$ cat src/rtl/pipeCtrlPkg.sv
package pipeCtrlPkg;

  // Widths of the stage groups that have a fixed layout
  localparam int MEM_GRP_W = 2;  // {memWrite, branch}
  localparam int WB_GRP_W  = 2;  // {memToReg, regWrite}
  localparam int TAIL_W    = MEM_GRP_W + WB_GRP_W;

  // Strobes from the hazard control to the stage datapath
  typedef struct packed {
    logic pcHold;    // freeze program counter
    logic fdHold;    // freeze fetch/decode register
    logic fdKill;    // fetch/decode stage holds no instruction
    logic exInject;  // load a zero word into execute
  } ctrlStrobes_t;

endpackage

$ cat src/rtl/ctrlStageReg.sv
module ctrlStageReg #(
  parameter int W = 4
) (
  input  logic         clk,
  input  logic         rstN,
  input  logic         zeroLoad,
  input  logic [W-1:0] dIn,
  output logic [W-1:0] qOut
);

  always_ff @(posedge clk or negedge rstN) begin
    if (!rstN)         qOut <= '0;
    else if (zeroLoad) qOut <= '0;
    else               qOut <= dIn;
  end

endmodule

$ cat src/rtl/pipeHazardCtrl.sv
module pipeHazardCtrl
  import pipeCtrlPkg::*;
(
  input  logic         clk,
  input  logic         rstN,
  input  logic         stallReq,
  input  logic         flushReq,
  output ctrlStrobes_t strobes
);

  // High while the fetch/decode register is empty (after reset or a flush)
  logic fdEmptyQ;

  always_ff @(posedge clk or negedge rstN) begin
    if (!rstN)         fdEmptyQ <= 1'b1;
    else if (flushReq) fdEmptyQ <= 1'b1;      // clearing beats holding
    else if (stallReq) fdEmptyQ <= fdEmptyQ;  // held register keeps its state
    else               fdEmptyQ <= 1'b0;      // fresh instruction arrives
  end

  always_comb begin
    strobes.pcHold   = stallReq;
    strobes.fdHold   = stallReq;
    strobes.fdKill   = fdEmptyQ;
    strobes.exInject = stallReq | fdEmptyQ;
  end

endmodule

$ cat src/rtl/pipeCtrlStages.sv
module pipeCtrlStages
  import pipeCtrlPkg::*;
#(
  parameter int EX_W = 8
) (
  input  logic                   clk,
  input  logic                   rstN,
  input  ctrlStrobes_t           strobes,
  input  logic [EX_W+TAIL_W-1:0] decWord,
  output logic [EX_W+TAIL_W-1:0] idExQ,
  output logic [TAIL_W-1:0]      exMemQ,
  output logic [WB_GRP_W-1:0]    memWbQ
);

  localparam int TOT_W = EX_W + TAIL_W;

  // Decode to execute: the full word, or a bubble
  ctrlStageReg #(.W(TOT_W)) idExReg (
    .clk(clk), .rstN(rstN),
    .zeroLoad(strobes.exInject),
    .dIn(decWord), .qOut(idExQ)
  );

  // Execute to memory: the memory and writeback groups keep moving
  ctrlStageReg #(.W(TAIL_W)) exMemReg (
    .clk(clk), .rstN(rstN),
    .zeroLoad(1'b0),
    .dIn(idExQ[TAIL_W-1:0]), .qOut(exMemQ)
  );

  // Memory to writeback
  ctrlStageReg #(.W(WB_GRP_W)) memWbReg (
    .clk(clk), .rstN(rstN),
    .zeroLoad(1'b0),
    .dIn(exMemQ[WB_GRP_W-1:0]), .qOut(memWbQ)
  );

endmodule

$ cat src/rtl/pipeCtrlChain.sv
module pipeCtrlChain
  import pipeCtrlPkg::*;
#(
  parameter int EXT_W     = 1,
  parameter int ALU_OP_W  = 4,
  parameter int DST_SEL_W = 2
) (
  input  logic                 clk,
  input  logic                 rstN,
  input  logic                 stallReq,
  input  logic                 flushReq,
  input  logic [EXT_W-1:0]     decExtMode,
  input  logic [ALU_OP_W-1:0]  decAluOp,
  input  logic                 decAluSrc,
  input  logic [DST_SEL_W-1:0] decDstSel,
  input  logic                 decMemWrite,
  input  logic                 decBranch,
  input  logic                 decMemToReg,
  input  logic                 decRegWrite,
  output logic [EXT_W-1:0]     exExtMode,
  output logic [ALU_OP_W-1:0]  exAluOp,
  output logic                 exAluSrc,
  output logic [DST_SEL_W-1:0] exDstSel,
  output logic                 memWriteEn,
  output logic                 memBranch,
  output logic                 wbMemToReg,
  output logic                 wbRegWrite,
  output logic                 pcHold,
  output logic                 fdHold
);

  localparam int EX_W  = EXT_W + ALU_OP_W + 1 + DST_SEL_W;
  localparam int TOT_W = EX_W + TAIL_W;

  ctrlStrobes_t          strobes;
  logic [TOT_W-1:0]      decWord;
  logic [TOT_W-1:0]      idExQ;
  logic [TAIL_W-1:0]     exMemQ;
  logic [WB_GRP_W-1:0]   memWbQ;

  assign decWord = {decExtMode, decAluOp, decAluSrc, decDstSel,
                    decMemWrite, decBranch, decMemToReg, decRegWrite};

  pipeHazardCtrl hazCtrl (
    .clk(clk), .rstN(rstN),
    .stallReq(stallReq), .flushReq(flushReq),
    .strobes(strobes)
  );

  pipeCtrlStages #(.EX_W(EX_W)) stages (
    .clk(clk), .rstN(rstN),
    .strobes(strobes), .decWord(decWord),
    .idExQ(idExQ), .exMemQ(exMemQ), .memWbQ(memWbQ)
  );

  assign {exExtMode, exAluOp, exAluSrc, exDstSel} = idExQ[TOT_W-1:TAIL_W];
  assign {memWriteEn, memBranch} = exMemQ[TAIL_W-1:WB_GRP_W];
  assign {wbMemToReg, wbRegWrite} = memWbQ;
  assign pcHold = strobes.pcHold;
  assign fdHold = strobes.fdHold;

endmodule

$ cat config.mk
export PLATFORM = sky130hd
export DESIGN_NAME = pipeCtrlChain
export DESIGN_NICKNAME = d
export VERILOG_FILES = /design/src/rtl/pipeCtrlPkg.sv /design/src/rtl/ctrlStageReg.sv /design/src/rtl/pipeHazardCtrl.sv /design/src/rtl/pipeCtrlStages.sv /design/src/rtl/pipeCtrlChain.sv
export SDC_FILE = /design/constraint.sdc
export NUM_CORES = 1
export LEC_CHECK = 0
export BUFFER_PORTS_ARGS = -buffer_cell sky130_fd_sc_hd__buf_4
export CORE_UTILIZATION = 40
export DETAILED_ROUTE_END_ITERATION = 12
export PLACE_DENSITY = 0.71
export SLEW_MARGIN = 20
export SYNTH_ARGS = -nofsm -noshare
export SYNTH_HDL_FRONTEND = slang
export SYNTH_SLANG_ARGS = --single-unit
$ cat constraint.sdc
create_clock -name clk -period 0.9 [get_ports clk]
set_input_delay 0.045 -clock clk [delete_from_list [all_inputs] [get_ports clk]]
set_output_delay 0.045 -clock clk [all_outputs]
set_load 0.005 [all_outputs]
==> metrics.csv, run 1 <==
metric,value,unit
cts_buffer_depth,2,
setup_tns,0,ps
stdcell_area,1070,µm²
worst-setup-path-type,reg2reg,
startpoint,hazCtrl.fdEmptyQ,
place_congestion,0.607,
fin_crit,875,ps
relSlewSlack,0.847,
dieWidth,44.1,µm
clock_latency,290,ps
synth_top_area_frac,0.636,
dp.cells,79,
grt_pass1_vias,428,
synth_edf_count,0,
synth_most_common_cell,dfrtp_1,
min_path_type,in2reg,
instances_no_fill,96,
path_max_fanout,7,
io_pins,30,
placed_area,903,µm²
area_growth,51.1,%
drt_iter0_drc,6,
crit_path_start_kind,flip-flop,
routed-via-count,433,
cts.sinks,19,
cts_tree,yes,
fin_crit_sh,0.973,
grt_pass1_wl,1750,µm
max_freq,1.14,GHz
core-area,1580,µm²
rows,14,
root_buffer,clkbuf_4,
chipHeight,44.1,µm
worst_pin_slew,229,ps
setup_viol_count_final,0,
netlist_instances,42,
grt_use_total,0.129,
cp-end-kind,flip-flop,
antenna_cells,0,
yosysTopAreaCell,dfrtp_1,
rr_startpoint,hazCtrl.fdEmptyQ,
synthTopCellsByArea,"dfrtp_1 (64%), nor3b_2 (18%), buf_4 (8.5%)",
fin_skew,0.768,ps
rsz0062_at_grt,false,
drive_above_1_share,0.588,
cts_buffers,3,
async_flop_share,1.00,
ys_types,7,
synth.net_count,58,
drc,0,
hpwlAfterDp,675,µm
ys_ff_latch,19,
synth_commonest_cells,"dfrtp_1 (18), nor3b_2 (10), buf_4 (8)",
drt_wl_total,1090,µm
portBuffers,29,
final_util,0.679,
hp-start,decAluOp[0],
ir_drop,0.893,mV
ant_nets,0,
arrival,1060,ps
run_status,completed,
start_util,0.449,
post_cts_buffers,0,
die_area,1940,µm²
wire_per_inst,11.4,µm
antenna_found_initial,0,
drv_slew,0,
nNetsFinal,97,
power_density,1450,nW/µm²
drv_cap,0,
yosysWarningCount,0,
grt_max_degree,20,
firstDrtPassIters,5,
syn-cell-area,708,µm²
syn_area_per_cell,16.9,µm²
vias_per_cell,4.51,
h-tree-depth,1,
crit_required,1080,ps
final_hold_viol_count,0,
overflow,0,
p_leak,0.525,nW
clk_transition_reported_paths,110,ps
synth_top_flop_cell,dfrtp_1,
filler_cell_count,115,
yosysSeqAreaShare,0.673,
worst max-delay path: stages (launching register included):
cell and delay [ps]:
dfstp_2 590, buf_12 130, nor3b_1 40
final cells by class:
class	instances	area, µm²	share of cell area
clock buffers	3	22.5	0.0211
flip-flops and latches	19	477	0.446
clock inverters	1	7.51	0.00702
well taps	16	20.0	0.0187
repair buffers	44	388	0.363
multi-input cells	13	155	0.145
kinds of logic after synthesis:
family	count (synthesis)	share of synthesized area
flip-flops	19	0.673
AND/OR/NAND/NOR	12	0.198
buffers and inverters	10	0.117
AO/OA/AOI/OAI	1	0.0124
metal layers:
metal | track usage | routed length (µm) | vias to the layer above
li1 | - | - | 205
met1 | 0.137 | 409 | 207
met2 | 0.226 | 609 | 19
met3 | 0.0367 | 62 | 2
met4 | 0.0727 | 9 | 0
met5 | 0 | 0 | -
registers in the layout, summed over array words and instances (netlist names):
| name | flops |
|---|---|
| stages.idExReg.qOut | 12 |
| hazCtrl.fdEmptyQ | 1 |
| stages.memWbReg.qOut | 2 |
| stages.exMemReg.qOut | 4 |
report_power, final:
group	total, mW	leakage (nW)	switching (mW)	internal, mW
sequential	0.898	0.256	0.0119	0.886
combinational	0.226	0.255	0.0749	0.151
clock	0.430	0.0139	0.261	0.169
placed cells by master (no fill, tap or decap):
master	count
a21o_4	1
buf_12	2
buf_4	29
clkbuf_4	3
clkinvlp_4	1
dfrtp_1	18
dfstp_2	1
dlygate4sd3_1	13
nor3b_1	2
nor3b_2	10
stage by stage:
stage / hold slack, ps / power [mW] / worst slack (ps)
final: 16.7 / 1.55 / 24.7
after global routing: 16.5 / 1.63 / 1.51
after CTS: 12.5 / 1.58 / 17.4
after detailed placement: -72.0 / 1.09 / 43.6
after global placement: -77.2 / 1.09 / 48.4
after floorplan: -251 / 0.990 / 47.1
repair_timing:
item | 4_1_cts | 5_1_grt
setup endpoints to repair | 0 | 1
endpoints found under the hold margin | 31 | 0
gates resized for setup | 0 | 1
hold buffers | 13 | 0
final timing paths:
path	endpoint	slack, ps	cells after the start
min	stages.idExReg.qOut[7]	20	2
max in group asynchronous	hazCtrl.fdEmptyQ	500	2
max	stages.idExReg.qOut[6]	20	2
min in group asynchronous	stages.exMemReg.qOut[0]	150	2
min reg2reg	stages.exMemReg.qOut[2]	360	0
max reg2reg	stages.idExReg.qOut[6]	20	2
No activity file was read; power rests on OpenSTA's default activity.
==> inputs of run 2 (changes only) <==
SETUP_SLACK_MARGIN = 0.3   (was not set)
==> run 2 against run 1 <==
The run now ends with DRC, hold timing left; non-clock buffer count fell by 11; design area decreased by 9.6%; sequential cell count unchanged; worst hold slack worse by 86 ps; die area unchanged; wire length is 2.5% lower; cell count decreased by 11%; first-iteration DRC count is 50% lower; clock power decreased by 5.3%; setup slack improved by 7.5 ps; register-to-register slack barely moved; fmax rose by 0.86%; critical path type unchanged.
==> metrics.csv, run 2 (same netlist as run 1, synthesis figures left out) <==
metric,value,unit,change
ir_drop,0.844,mV,-5.5%
dieWidth,44.1,µm,unchanged
routed-via-count,385,,-11%
clk_transition_reported_paths,100,ps,about the same
arrival,1050,ps,about the same
crit_path_start_kind,flip-flop,,
top_regs,"stages.idExReg.qOut x12, stages.exMemReg.qOut x4, stages.memWbReg.qOut x2",,
dp.cells,80,,+1.3%
rows,14,,unchanged
crit_chain,buf_4 > nor3b_2,,
fin_crit,868,ps,-7.46 ps
setup_tns,0,ps,unchanged
max_freq,1.15,GHz,+0.86%
holdWs,-69.4,ps,-86.1 ps
instances_no_fill,85,,-11%
wl_met2,549,µm,-9.9%
crit_required,1080,ps,about the same
p_leak,0.479,nW,-8.8%
wl_met3,77,µm,+24%
stdcell_area,967,µm²,-9.6%
worst_pin_slew,230,ps,+1.09 ps
fin_skew,6.21,ps,+5.44 ps
area_growth,36.6,%,
run_status,"finished, violations left",,
vias_per_cell,4.53,,+0.42%
comb_power_share,0.121,,-0.024
largest_reg_flops,12,,unchanged
hpwlAfterDp,731,µm,+8.2%
grt_pass1_wl,1730,µm,-1.1%
chipHeight,44.1,µm,unchanged
max_stage_delay,570,ps,-20 ps
cts_buffers,3,,unchanged
path_max_fanout,4,,-3
cp-end-kind,flip-flop,,
crit_slowest_cell,dfstp_2,,
clock_latency,280,ps,about the same
wl_met1,426,µm,+4.2%
antenna_cells,0,,unchanged
io_pins,30,,unchanged
drv_slew,0,,unchanged
root_buffer,clkbuf_4,,
core-area,1580,µm²,unchanged
place_congestion,0.631,,+4.0%
cts.sinks,19,,unchanged
ant_nets,0,,unchanged
final_hold_viol_count,1,,+1
drc,1,,+1
p_seq_frac,0.605,,+0.027
min_path_type,in2reg,,
relSlewSlack,0.846,,about the same
nNetsFinal,86,,-11%
cts_buffer_depth,2,,unchanged
grt_max_degree,20,,unchanged
firstDrtPassIters,9,,+4
power_density,1540,nW/µm²,+5.8%
setup_viol_count_final,0,,unchanged
drt_wl_total,1060,µm,-2.5%
fin_crit_sh,0.964,,-0.00829
p_switching,0.314,mW,-9.8%
overflow,0,,unchanged
violations,"DRC, hold timing",,
final_cell_mix,"buf_4 (20), dfrtp_1 (18), buf_6 (12)",,
drt_iter0_drc,3,,-3
wire_per_inst,12.5,µm,+10%
drive_above_1_share,0.681,,+0.0937
start_util,0.449,,unchanged
intPower,1.17,mW,-2.8%
portBuffers,29,,unchanged
rsz0062_at_grt,true,,
switching_share,0.211,,-0.0128
worst-setup-path-type,reg2reg,,
antenna_found_initial,0,,unchanged
cts_tree,yes,,
placed_area,886,µm²,-1.9%
mostFrequentLayoutCell,buf_4,,
drv_cap,0,,unchanged
clkPwrFrac,0.274,,-0.003
highest_layer,met4,,
die_area,1940,µm²,unchanged
grt_pass1_vias,411,,-4.0%
regMostFlops,stages.idExReg.qOut,,
h-tree-depth,1,,unchanged
hold_buffers,1,,-12
grt_use_total,0.130,,+0.00109
-- run 2: cell count changes in the layout (fill, tap and decap cells not counted) --
cell / delta
buf_6: +12
dlygate4sd3_1: -12
buf_4: -9
buf_12: -2
a21o_2: +1
a21o_4: -1
clkbuf_1: +1
clkinvlp_4: -1
-- run 2: what timing repair did --
item / 4_1_cts / 5_1_grt
cloned: 0 / 0
buffers inserted: 0 / 0
endpoints found under the hold margin: 26 / 3
resized for setup: 12 / 0
endpoints found under the setup margin: 25 / 25
-- run 2: critical path: cells and delay by family, from the launching register on --
family	cells	cell delay, ps
DFF	1	570
buffers and inverters	1	150
and+or+nand+nor	1	50
-- run 2: power groups by stage --
stage	Combinational (mW)	Clock, mW	Sequential (mW)
finish	0.180	0.407	0.900
global route	0.196	0.462	0.903
global placement	0.168	0	0.911
CTS	0.184	0.427	0.900
floorplan	0.0774	0	0.913
detailed placement	0.170	0	0.913
-- run 2: path summary, 6_finish.rpt --
kind                            depth (start not counted)                 endpoint  slack, ps                    from
worst max-delay path                                    2  stages.idExReg.qOut[10]         30        hazCtrl.fdEmptyQ
worst min-delay path                                    2         hazCtrl.fdEmptyQ        -70                flushReq
worst max register to register                          2  stages.idExReg.qOut[10]         30        hazCtrl.fdEmptyQ
worst min register to register                          0  stages.exMemReg.qOut[0]        350  stages.idExReg.qOut[0]
max in group asynchronous                               2         hazCtrl.fdEmptyQ        490                    rstN
min in group asynchronous                               2  stages.exMemReg.qOut[2]        150                    rstN
-- run 2: routing by layer --
metal  track usage  vias to the layer above
li1              -                      183
met1         0.140                      182
met2         0.226                       18
met3        0.0367                        2
met4        0.0727                        0
met5             0                        -
-- run 2: stage by stage --
step,setup WS (ps),total power [mW],util
2_1_floorplan,47.1,0.990,-
3_3_place_gp,55.6,1.08,0.562
3_5_place_dp,42.7,1.08,0.562
4_1_cts,29.5,1.51,0.613
5_1_grt,3.71,1.56,0.613
6_report,32.2,1.49,0.613
-- run 2: cell type report --
type / instances / area (µm²)
tap: 16 / 20.0
sequential: 19 / 477
fill: 124 / 609
timing repair buffer: 33 / 295
clock buffer: 4 / 26.3
multi-input combinational: 13 / 149
